[config.mk]
export PLATFORM = sky130hd
export DESIGN_NAME = core_pwr_seq
export DESIGN_NICKNAME = d
export VERILOG_FILES = /design/src/rtl/core_pwr_seq.sv
export SDC_FILE = /design/constraint.sdc
export NUM_CORES = 1
export LEC_CHECK = 0
export BUFFER_PORTS_ARGS = -buffer_cell sky130_fd_sc_hd__buf_2
export CAP_MARGIN = 20
export CORE_AREA = 8 8 45 47
export DETAILED_ROUTE_END_ITERATION = 6
export DIE_AREA = 0 0 53 55
export GPL_TIMING_DRIVEN = 0
export SKIP_LAST_GASP = 1
export SYNTH_ARGS = -nofsm -noshare
export SYNTH_HDL_FRONTEND = slang
export SYNTH_SLANG_ARGS = --single-unit
[constraint.sdc]
create_clock -name clk -period 2.4 [get_ports clk]
set_input_delay 0.48 -clock clk [delete_from_list [all_inputs] [get_ports clk]]
set_output_delay 0.48 -clock clk [all_outputs]
set_load 0.1 [all_outputs]
[src/rtl/core_pwr_seq.sv]
module core_pwr_seq #(
  parameter int GATE_CYCLES = 2
) (
  input  logic clk,
  input  logic rst_n,
  input  logic halt_req,
  input  logic stop_req,
  input  logic bus_idle,
  input  logic pipe_drained,
  input  logic snoop_pend,
  input  logic snoop_done,
  input  logic wait_en,
  input  logic doze_req,
  input  logic nap_req,
  input  logic sleep_req,
  input  logic tb_en,
  output logic halted_ack,
  output logic stopped_ack,
  output logic unit_clk_en,
  output logic issue_en,
  output logic snoop_en,
  output logic doze_out,
  output logic nap_out,
  output logic sleep_out,
  output logic tb_tick_en
);
  localparam int CW = (GATE_CYCLES < 2) ? 1 : $clog2(GATE_CYCLES);
  localparam logic [CW-1:0] CNT_LAST = CW'(GATE_CYCLES - 1);

  typedef enum logic [2:0] {
    S_FULL, S_DRAIN, S_HALT, S_STOPW, S_GATE, S_STOP, S_WAKE, S_EXCUR
  } st_t;

  st_t st, nx;
  logic [CW-1:0] cnt;
  logic stop_q;
  logic stop_fall;

  assign stop_fall = stop_q & ~stop_req;

  always_comb begin
    nx = st;
    unique case (st)
      S_FULL:  if (halt_req) nx = S_DRAIN;
      S_DRAIN: if (!halt_req) nx = S_FULL;
               else if (pipe_drained) nx = S_HALT;
      S_HALT:  if (!halt_req) nx = S_FULL;
               else if (stop_req) nx = S_STOPW;
      S_STOPW: if (!halt_req) nx = S_FULL;
               else if (stop_fall) nx = S_HALT;
               else if (bus_idle) nx = S_GATE;
      S_GATE:  if (!halt_req || stop_fall) nx = S_WAKE;
               else if (cnt == CNT_LAST) nx = S_STOP;
      S_STOP:  if (!halt_req || stop_fall) nx = S_WAKE;
      S_WAKE:  nx = halt_req ? S_EXCUR : S_FULL;
      S_EXCUR: if (!halt_req) nx = S_FULL;
               else if (snoop_done || (stop_req && !snoop_pend)) nx = S_STOPW;
      default: nx = S_FULL;
    endcase
  end

  always_ff @(posedge clk or negedge rst_n) begin
    if (!rst_n) begin
      st     <= S_FULL;
      cnt    <= '0;
      stop_q <= 1'b0;
    end else begin
      st     <= nx;
      stop_q <= stop_req;
      if (nx == S_GATE && st == S_GATE) cnt <= cnt + 1'b1;
      else cnt <= '0;
    end
  end

  always_comb begin
    {issue_en, unit_clk_en, snoop_en, halted_ack, stopped_ack} = 5'b11100;
    unique case (st)
      S_FULL:  {issue_en, unit_clk_en, snoop_en, halted_ack, stopped_ack} = 5'b11100;
      S_DRAIN: {issue_en, unit_clk_en, snoop_en, halted_ack, stopped_ack} = 5'b01100;
      S_HALT,
      S_STOPW,
      S_EXCUR: {issue_en, unit_clk_en, snoop_en, halted_ack, stopped_ack} = 5'b01110;
      S_GATE:  {issue_en, unit_clk_en, snoop_en, halted_ack, stopped_ack} = 5'b00010;
      S_STOP:  {issue_en, unit_clk_en, snoop_en, halted_ack, stopped_ack} = 5'b00011;
      S_WAKE:  {issue_en, unit_clk_en, snoop_en, halted_ack, stopped_ack} = 5'b01010;
      default: {issue_en, unit_clk_en, snoop_en, halted_ack, stopped_ack} = 5'b11100;
    endcase
  end

  assign doze_out   = wait_en & doze_req;
  assign nap_out    = wait_en & nap_req;
  assign sleep_out  = wait_en & sleep_req;
  assign tb_tick_en = tb_en;
endmodule


Word-level counts from Yosys, hierarchy flattened
Memory sizes are Yosys's and may differ from the RTL's.
Cells that the tools add are included.
- memories kept: 1
- register bits: 5
- output and inout bits: 9
- bits in read-only memories: 40
- memories (name ; words ; bits a word ; rd ports ; clocked after memory_dff ; wr ports ; RTL line ; text):
    (no name shown) ; 8 ; 5 ; 1 ; 0 ; 0 ; 77 ; unique case (st)
- add/sub/neg operators: 1
- bitwise gates (word level): 5
- reduce and logical (&&, ||, !) cells: 7
- multiplexer cells: 16
- equal/unequal tests: 8
- operators with widths (kind ; count):
    two-way mux 3 bit ; 14
    one-hot mux 3 bit (8 select lines) ; 1
    equality test 3 bit (second input constant) ; 5
    equality test 3 x 2 -> 1 bit (second input constant) ; 2
    bitwise AND 1 bit ; 4
    equality test 3 x 1 -> 1 bit (second input constant) ; 1
    logical NOT 3 bit ; 1
    logical AND 1 bit ; 2
    logical NOT 1 bit ; 2
    logical OR 1 bit ; 2
    adder 1 bit (second input constant) ; 1
    two-way mux 1 bit ; 1
    NOT 1 bit ; 1

Longest topological paths before layout
Gate-level depths: netlist of run 1.
- depth after elaboration: 9
- gate-level depth with buffers: 5

Least setup slack after synthesis of run 1
No wires, ideal clock.
- path type: reg-to-output
- start: register st[1]
- end: output stopped_ack
- stages on the path, launching flop included: 4
- data arrival time: 2706 ps
- setup slack: -786 ps
- cell sequence: dfrtp_1 > buf_4 > nand2b_1 > nor2_1
- cells in the longest elaborated chain, start to end: 1
- ends and longest elaborated chain (element ; RTL line ; text):
    start: declaration ; 34 ; st_t st, nx;
    start signal: assignment ; 68 ; st <= nx;
    memory (8 x 5 bit) ; n/a ;
    end: declaration ; 18 ; output logic stopped_ack,
Every way passes these cells.

Final worst setup path of run 1
Same ends and word-level chain as after synthesis.

==> results of run 1 <==
## cell usage after synthesis
master    instances
dfrtp_1           5
and2_1            4
nor2_1            3
a31o_2            2
buf_4             2
inv_1             2
nand2b_1          2
nand4_1           2
nor2b_1           2
o21ai_0           2
a21boi_1          1
a21oi_2           1
a31oi_1           1
and3b_1           1
inv_2             1
nand2_1           1
nand2b_4          1
nor3_1            1
nor3_2            1
o21a_1            1
o22ai_1           1
o311ai_1          1
o31ai_1           1
or2_1             1
## critical path, cell delays in order, from the launching register on
cell and delay [ns]:
dfrtp_1 0.35, buf_4 0.16, nand2b_1 0.21, nor2_2 0.10, buf_2 0.42
## report_power, final
group | switching (mW) | internal (mW) | leakage, nW
sequential | 0.0315 | 0.107 | 0.0649
clock | 0.0311 | 0.0626 | 0.0150
combinational | 0.379 | 0.111 | 0.175
total | 0.441 | 0.280 | 0.255
## per-stage QoR
stage / instance area, um^2 / worst slack [ns]
after detailed placement: 480 / 0.679
after floorplan: 360 / -0.337
after CTS: 507 / 0.424
after global placement: 480 / 0.693
final: 507 / 0.446
after global routing: 507 / 0.328
## cells by family after synthesis
kind of cell / count (synthesis) / synth area share
compound gates: 11 / 0.227
buf+inv: 5 / 0.0745
flops: 5 / 0.355
simple gates: 19 / 0.344
## sequential cells by signal, summed over array words and instances, names as in the netlist
name / cells
cnt: 1
st: 3
stop_q: 1
## layer usage
metal / wire length, um / global-route usage / vias up
met5: 0 / 0 / -
met4: 0 / 0.0129 / 0
met2: 399 / 0.0996 / 18
li1: - / - / 189
met3: 109 / 0.0401 / 0
met1: 436 / 0.0813 / 161
## worst max-delay path by stage
stage / startpoint / endpoint / slack (ns)
after global routing: st[1] / stopped_ack / 0.33
after floorplan: st[1] / stopped_ack / -0.34
final: st[1] / stopped_ack / 0.45
after detailed placement: st[1] / stopped_ack / 0.68
after CTS: st[1] / stopped_ack / 0.42
after global placement: st[1] / stopped_ack / 0.69
## final cells by class
class,count,area [um^2],share of cell area
multi-input combinational,30,209,0.412
sequential,5,125,0.247
timing repair buffer,20,100,0.198
clock buffer,4,26.3,0.0519
tap,16,20.0,0.0395
buffer,2,15.0,0.0296
inverter,3,11.3,0.0222
==> out/qor.yml, run 1 <==
sta:
  post-route-period-util: 0.814
  timing.fmax_mhz: 512
  worstMarginPinSlew_ns: 0.494
  slew_viol_final: 0
  timing.slew.headroom: 0.673
  hold_violations: 0
  period_needed_ns: 1.95
  rsz0062_at_grt: "no"
  whs_ns: 0.0468
  fin_skew_ns: 0.00189
  finalSetupTns_ns: 0
  finalSetupViolCount: 0
final_layout:
  final_util: 0.366
  layout_commonest_cell: "buf_2"
  fin_cells: 80
  drive_gt1_frac: 0.516
  final_cell_mix: "20 x buf_2, 5 x dfrtp_1, 4 x and2_1, 3 x clkbuf_4"
  nets: 78
  fill_cells: 148
  antenna_cells: 0
  area_delta_synth_final_pct: 43.6
cts:
  clk_pin_slew_ns: 0.04
  cts_root_buffer: "clkbuf_4"
  clk_latency_ns: 0.23
  htreeDepth: 1
  ctsHoldBuffers: 0
  cts_buffers: 3
  post_cts_buffers: 0
  clkSinkCount: 5
  cts_tree: "done"
  cts_resized: 0
  cts_max_path_buffers: 2
pwr:
  finalPower_mw: 0.722
  peakVddDrop_mv: 0.416
  power-per-cell-area_nw_per_um2: 1420
  power.leakage_nw: 0.255
drt:
  route.detailed.drc: 0
  drt_iter0_markers: 4
  antenna_left: 0
  avgRoutedWirePerCell_um: 11.8
  vias_per_cell: 4.60
  wl_um: 944
  vias: 368
  firstDrtPassIters: 4
critical_path:
  rr_worst_depth: 4
  r2r_start: "st[0]"
  cp.arrival_ns: 1.47
  critical_path.endpoint_type: "output port"
  timing.rr.end: "cnt"
  startpoint_type: "flop"
  worstPathMaxFanout: 10
  critPathRequiredTime_ns: 1.92
  critical_path_class: "flop to output port"
  reg2reg_slack_ns: 1.13
synthesis:
  netlist.area_leader.share: 0.355
  synth_nets: 53
  netlist_area_um2: 353
  syn_avg_cell_area_um2: 8.82
  synthTopCellsByArea: "dfrtp_1 35%, and2_1 7.1%, a31o_2 5.0%"
  synth_seq_area_share: 0.355
  synth-seq-cells: 5
  synth_cells: 40
  synth.yosys.warnings: 0
  synth.largest_area_cell: "dfrtp_1"
  synth_cell_types: 24
die:
  die-area_um2: 2920
  rows: 14
  start_util: 0.255
  io_pins: 22
  fp.coreArea_um2: 1380
  die_w_um: 53
  die_y_um: 55
worst_hold_path:
  holdCritPathClass: "primary input to async pin"
grt:
  grt_max_degree: 11
  grt_pass1_vias: 351
  antenna_found_initial: 0
  track_usage: 0.0669
  grt_overflow: 0
  grt_pass1_wl_um: 1480
placement:
  dp.cells: 76
  gp_congestion: 0.760
  port_buffers: 20
  dp_hpwl_um: 784
run:
  maxCapViolations: 0
status:
  status: "finished, final reports clean"
No activity file was read; power rests on OpenSTA's default activity.
==> run 2: changes to the inputs <==
--- a/config.mk
+++ b/config.mk
@@ -5,6 +5,7 @@
 export SDC_FILE = /design/constraint.sdc
 export NUM_CORES = 1
 export LEC_CHECK = 0
+export ABC_AREA = 1
 export BUFFER_PORTS_ARGS = -buffer_cell sky130_fd_sc_hd__buf_2
 export CAP_MARGIN = 20
 export CORE_AREA = 8 8 45 47
==> constraint.sdc (replaced) <==
create_clock -name clk -period 1.7 [get_ports clk]
set_input_delay 0.34 -clock clk [delete_from_list [all_inputs] [get_ports clk]]
set_output_delay 0.34 -clock clk [all_outputs]
set_load 0.1 [all_outputs]
==> run 2 against run 1 <==
Final cell count rose by 34%. Synthesized area grew 20%. Clock power rose by 39%. Via count grew 41%. Critical path type unchanged. Critical endpoint is now issue_en. Largest cell class unchanged. Highest routed layer unchanged.
==> out/qor.yml, run 2 <==
grt:
  grt_pass1_wl_um: 1980  # +34%
  grt_pass1_vias: 502  # +43%
  antenna_found_initial: 0  # unchanged
  grt_overflow: 0  # unchanged
  track_usage: 0.0883  # +0.0214
  grt_max_degree: 11  # unchanged
sta:
  period_needed_ns: 1.64
  timing.fmax_mhz: 608
  fin_skew_ns: 0.000770  # -0.00112 ns
  hold_violations: 0  # unchanged
  timing.slew.headroom: 0.677  # +0.00355
  rsz0062_at_grt: "yes"
  post-route-period-util: 0.967
  slew_viol_final: 0  # unchanged
  finalSetupViolCount: 0  # unchanged
  setup_ws_ns: 0.0558  # -0.390 ns
  worstMarginPinSlew_ns: 0.488  # -0.00536 ns
placement:
  gp_congestion: 0.849  # +12%
  place_ws_ns: 0.0389  # -0.640 ns
  port_buffers: 19  # -5.0%
  dp_hpwl_um: 939  # +20%
synthesis:
  synth-seq-cells: 5  # unchanged
  synth_cells: 67  # +68%
  synth_edf_count: 0  # unchanged
  ys.flop_type: "dfrtp_1"
  async_reset_ff_frac: 1.00  # unchanged
  synthTopCellsByArea: "dfrtp_1 30%, nand2_1 12%, nor2_1 9.8%"
  syn_avg_cell_area_um2: 6.29  # -29%
  synth_seq_area_share: 0.297  # -0.0579
  netlist.area_leader.share: 0.297  # -0.0579
  synth.yosys.warnings: 0  # unchanged
  netlist_area_um2: 422  # +20%
  synth.largest_area_cell: "dfrtp_1"
  synth_nets: 80  # +51%
  ys_top_cells_by_count: "14 x nand2_1, 11 x nor2_1, 9 x inv_1, 8 x nand3_1, 5 x dfrtp_1"
  synth_most_common_cell: "nand2_1"
  synth_cell_types: 17  # -29%
cts:
  post_cts_buffers: 0  # unchanged
  cts_buffers: 3  # unchanged
  clk_pin_slew_ns: 0.04  # about the same
  cts_max_path_buffers: 2  # unchanged
  htreeDepth: 1  # unchanged
  clk_latency_ns: 0.23  # about the same
  cts_root_buffer: "clkbuf_4"
  cts_tree: "done"
  clkSinkCount: 5  # unchanged
drt:
  vias: 520  # +41%
  drt_iter0_markers: 14  # +10
  route.detailed.drc: 0  # unchanged
  antenna_left: 0  # unchanged
  avgRoutedWirePerCell_um: 11.0  # -7.1%
  wl_um: 1170  # +24%
  vias_per_cell: 4.86  # +5.6%
  firstDrtPassIters: 4  # unchanged
run:
  maxCapViolations: 0  # unchanged
critical_path:
  critical_path.endpoint_type: "output port"
  crit_chain: "buf_4, nor2_2, inv_1, nor2_4, buf_6"
  crit_slowest_cell: "dfrtp_1"
  worstPathMaxFanout: 8  # -2
  critical_path_class: "flop to output port"
  max_stage_delay_ns: 0.35  # -0.07 ns
  critPathRequiredTime_ns: 1.36  # -0.56 ns
  startpoint_type: "flop"
  cp.arrival_ns: 1.30  # -0.17 ns
  rr_worst_depth: 6  # +2
final_layout:
  drive_gt1_frac: 0.396  # -0.120
  largest_reg_flops: 3  # unchanged
  fill_cells: 154  # +4.1%
  reg_top3: "st: 3 flops, cnt: 1 flops, stop_q: 1 flops"
  antenna_cells: 0  # unchanged
  final_util: 0.452  # +0.0859
  final_cell_mix: "14 x nand2_1, 14 x buf_2, 8 x inv_1, 8 x nand3_1, 8 x nor2_1"
  nets: 105  # +35%
  max_flop_register: "st"
  area_delta_synth_final_pct: 48.4
status:
  status: "finished, final reports clean"
worst_hold_path:
  hold_depth: 1
  holdCritPathClass: "primary input to flop"
die:
  io_pins: 22  # unchanged
  die_w_um: 53  # unchanged
  die-area_um2: 2920  # unchanged
  start_util: 0.305  # +0.0497
  fp.coreArea_um2: 1380  # unchanged
  die_y_um: 55  # unchanged
  rows: 14  # unchanged
pwr:
  peakVddDrop_mv: 0.985  # +140%
  power-per-cell-area_nw_per_um2: 2070  # +46%
  power.leakage_nw: 0.354  # +39%
run 2: kinds of logic after synthesis:
family,Yosys count,synth area share
flops,5,0.297
simple gates,45,0.510
buf+inv,14,0.151
compound gates,3,0.0416
run 2: final cells by class:
class | count | area [um^2] | share of cell area
buffer | 3 | 22.5 | 0.0360
clock buffer | 4 | 26.3 | 0.0420
inverter | 11 | 41.3 | 0.0660
multi-input combinational | 48 | 255 | 0.408
sequential | 5 | 126 | 0.202
tap | 16 | 20.0 | 0.0320
timing repair buffer | 20 | 134 | 0.214
run 2: report_power, final:
group / switching [mW] / total (mW) / internal [mW]
sequential: 0.0576 / 0.218 / 0.160
clock: 0.0414 / 0.130 / 0.0883
combinational: 0.730 / 0.949 / 0.219
run 2: repair_timing:
action | CTS | global route
resized for setup | 5 | 8
hold buffers | 1 | 0
endpoints found under the setup margin | 4 | 5
hold endpoints to repair | 5 | 0
run 2: worst paths after layout:
| path | slack, ns | to | from |
|---|---|---|---|
| setup / recovery | 0.06 | issue_en | st[1] |
| hold / removal | 0.23 | stop_q | stop_req |
| setup reg to reg | 0.45 | st[0] | st[0] |
| hold reg to reg | 0.52 | cnt | cnt |
| max in group asynchronous | 1.12 | st[2] | rst_n |
| min in group asynchronous | 0.45 | st[0] | rst_n |
run 2: per-layer routing:
metal | routed length (um) | vias up | track usage
met2 | 605 | 20 | 0.148
met4 | 0 | 0 | 0.0647
met5 | 0 | - | 0
met3 | 117 | 0 | 0.0160
met1 | 450 | 238 | 0.0983
li1 | - | 262 | -
run 2: critical path, delay by kind of cell, from the launching register on:
| kind | cells | cell delay, ns |
|---|---|---|
| buffers and inverters | 3 | 0.49 |
| flip-flops | 1 | 0.35 |
| AND/OR/NAND/NOR | 2 | 0.23 |
run 2: per-stage QoR:
step / hold WS [ns] / instance area (um^2) / setup TNS [ns] / instances / power [mW]
after floorplan: 0.0444 / 437 / -0.741 / 67 / 0.949
after global placement: 0.155 / 552 / 0 / 102 / 1.08
after detailed placement: 0.155 / 552 / 0 / 102 / 1.08
after CTS: 0.218 / 603 / -0.0720 / 107 / 1.26
after global routing: 0.221 / 626 / -0.0695 / 107 / 1.37
final: 0.227 / 626 / 0 / 107 / 1.30
==> run 3: changes to the inputs <==
--- a/config.mk
+++ b/config.mk
@@ -5,7 +5,6 @@
 export SDC_FILE = /design/constraint.sdc
 export NUM_CORES = 1
 export LEC_CHECK = 0
-export ABC_AREA = 1
 export BUFFER_PORTS_ARGS = -buffer_cell sky130_fd_sc_hd__buf_2
 export CAP_MARGIN = 20
 export CORE_AREA = 8 8 45 47
==> constraint.sdc (replaced) <==
create_clock -name clk -period 2 [get_ports clk]
set_input_delay 0.4 -clock clk [delete_from_list [all_inputs] [get_ports clk]]
set_output_delay 0.4 -clock clk [all_outputs]
set_load 0.1 [all_outputs]
==> run 3 against run 2 <==
Register-to-register slack improved by 0.21 ns. Largest cell class unchanged. Clock power fell by 5%. Largest power group unchanged. Die area did not move. Sequential share of layout area rose by 3.4 points.
==> out/qor.yml, run 3 (same netlist as run 1, synthesis figures left out) <==
status:
  status: "finished, final reports clean"
grt:
  grt_pass1_vias: 362  # -28%
  grt_use_met2: 0.104  # -0.0449
  met3_usage: 0.0561  # +0.0401
  track_usage: 0.0763  # -0.0120
  grt_overflow: 0  # unchanged
  grt_pass1_wl_um: 1570  # -21%
  antenna_found_initial: 0  # unchanged
  use_met1: 0.0769  # -0.0214
  busiest_layer: "met2"
  grt_max_degree: 11  # unchanged
sta:
  finalSetupViolCount: 0  # unchanged
  rsz0062_at_grt: "no"
  hold_violations: 0  # unchanged
  period_needed_ns: 1.92
  slew_viol_final: 0  # unchanged
  post-route-period-util: 0.962
  finalSetupTns_ns: 0  # unchanged
  timing.slew.headroom: 0.677  # about the same
  fin_skew_ns: 0.00562  # +0.00485 ns
  timing.fmax_mhz: 520
  setup_ws_ns: 0.0763  # +0.0205 ns
  worstMarginPinSlew_ns: 0.488  # +0.000285 ns
final_layout:
  drive_gt1_frac: 0.523  # +0.127
  area_delta_synth_final_pct: 50.4
  largest_reg_flops: 3  # unchanged
  reg_top3: "st: 3 flops, cnt: 1 flops, stop_q: 1 flops"
  antenna_cells: 0  # unchanged
  design_area_um2: 531  # -15%
  final_util: 0.383  # -0.0687
  nets: 79  # -25%
  layout_commonest_cell: "buf_2"
  max_flop_register: "st"
  final_cell_mix: "20 x buf_2, 5 x dfrtp_1, 4 x and2_1, 3 x clkbuf_4"
pwr:
  power.leakage_nw: 0.261  # -26%
  finalPower_mw: 0.899  # -31%
  power-per-cell-area_nw_per_um2: 1690  # -18%
  peakVddDrop_mv: 0.587  # -40%
run:
  maxCapViolations: 0  # unchanged
cts:
  cts_resized: 0  # -5
  cts_buffers: 3  # unchanged
  cts_tree: "done"
  clk_latency_ns: 0.25  # +0.02 ns
  htreeDepth: 1  # unchanged
  clk_pin_slew_ns: 0.05  # about the same
  cts_root_buffer: "clkbuf_4"
  clkSinkCount: 5  # unchanged
  cts_max_path_buffers: 2  # unchanged
worst_hold_path:
  holdCritPathClass: "primary input to flop"
  min-delay-start: "stop_req"
critical_path:
  critPathRequiredTime_ns: 1.60  # +0.24 ns
  worstPathMaxFanout: 10  # +2
  critical_path_class: "flop to output port"
  cp.arrival_ns: 1.52  # +0.22 ns
  r2r_start: "st[0]"
  critical_path.endpoint_type: "output port"
  startpoint_type: "flop"
  critical_path.startpoint: "st[1]"
die:
  rows: 14  # unchanged
  die_y_um: 55  # unchanged
  die-area_um2: 2920  # unchanged
  die_w_um: 53  # unchanged
  io_pins: 22  # unchanged
  start_util: 0.255  # -0.0497
  fp.coreArea_um2: 1380  # unchanged
drt:
  vias: 397  # -24%
  firstDrtPassIters: 2  # -2
  vias_per_cell: 4.90  # +0.85%
  wl_um: 957  # -18%
  drt_iter0_markers: 3  # -11
  antenna_left: 0  # unchanged
  route.detailed.drc: 0  # unchanged
  avgRoutedWirePerCell_um: 11.8  # +7.8%
placement:
  place_ws_ns: 0.330  # +0.291 ns
  dp_hpwl_um: 778  # -17%
  placed_area_um2: 494  # -10%
  gp_congestion: 0.770  # -9.2%
  port_buffers: 20  # +1
run 3: cell types whose count changed in the layout (fill, tap and decap cells not counted), moves of 3 or more:
cell and delta:
inv_1 -6, buf_2 +6, and2_1 +3, nor2_1 -6, nand2_1 -13, nand3_1 -8
run 3: routing by layer:
metal / vias up / share of wire
met5: - / 0
met4: 0 / 0.015
met3: 3 / 0.14
met2: 20 / 0.43
met1: 181 / 0.41
li1: 193 / -
run 3: layout make-up:
type | count | area (um^2)
fillers | 143 | 853
multi-input cells | 30 | 223
flip-flops and latches | 5 | 125
repair buffers | 21 | 110
clock buffers | 4 | 26.3
well taps | 16 | 20.0
plain buffers | 2 | 15.0
inverters | 3 | 11.3
run 3: what timing repair did:
| action | CTS | global route |
|---|---|---|
| setup buffers | 0 | 0 |
| endpoints found under the setup margin | 0 | 0 |
| hold buffers | 1 | 0 |
| endpoints found under the hold margin | 5 | 0 |
run 3: through the flow:
stage	hold slack, ns	std cells
2_1_floorplan	0.104	40
3_3_place_gp	0.215	76
3_5_place_dp	0.222	76
4_1_cts	0.292	81
5_1_grt	0.282	81
6_report	0.296	81
run 3: worst max-delay path: stages, from the launching register on:
cell and delay (ns):
dfrtp_1 0.35, buf_4 0.16, nand2b_2 0.23, nor2_4 0.11, buf_2 0.42
run 3: where the power goes:
part	switching, mW	leakage, nW	internal (mW)
logic	0.458	0.181	0.145
registers	0.0440	0.0649	0.128
clock network	0.0482	0.0150	0.0759
total	0.550	0.261	0.349
run 3: path summary, 6_finish.rpt:
check                         endpoint  cells after the start  slack (ns)
setup / recovery           stopped_ack                      4        0.08
hold / removal                  stop_q                      1        0.30
setup reg to reg                   cnt                      4        0.66
hold reg to reg                    cnt                      1        0.44
max in group asynchronous        st[1]                      2        1.37
min in group asynchronous       stop_q                      2        0.49
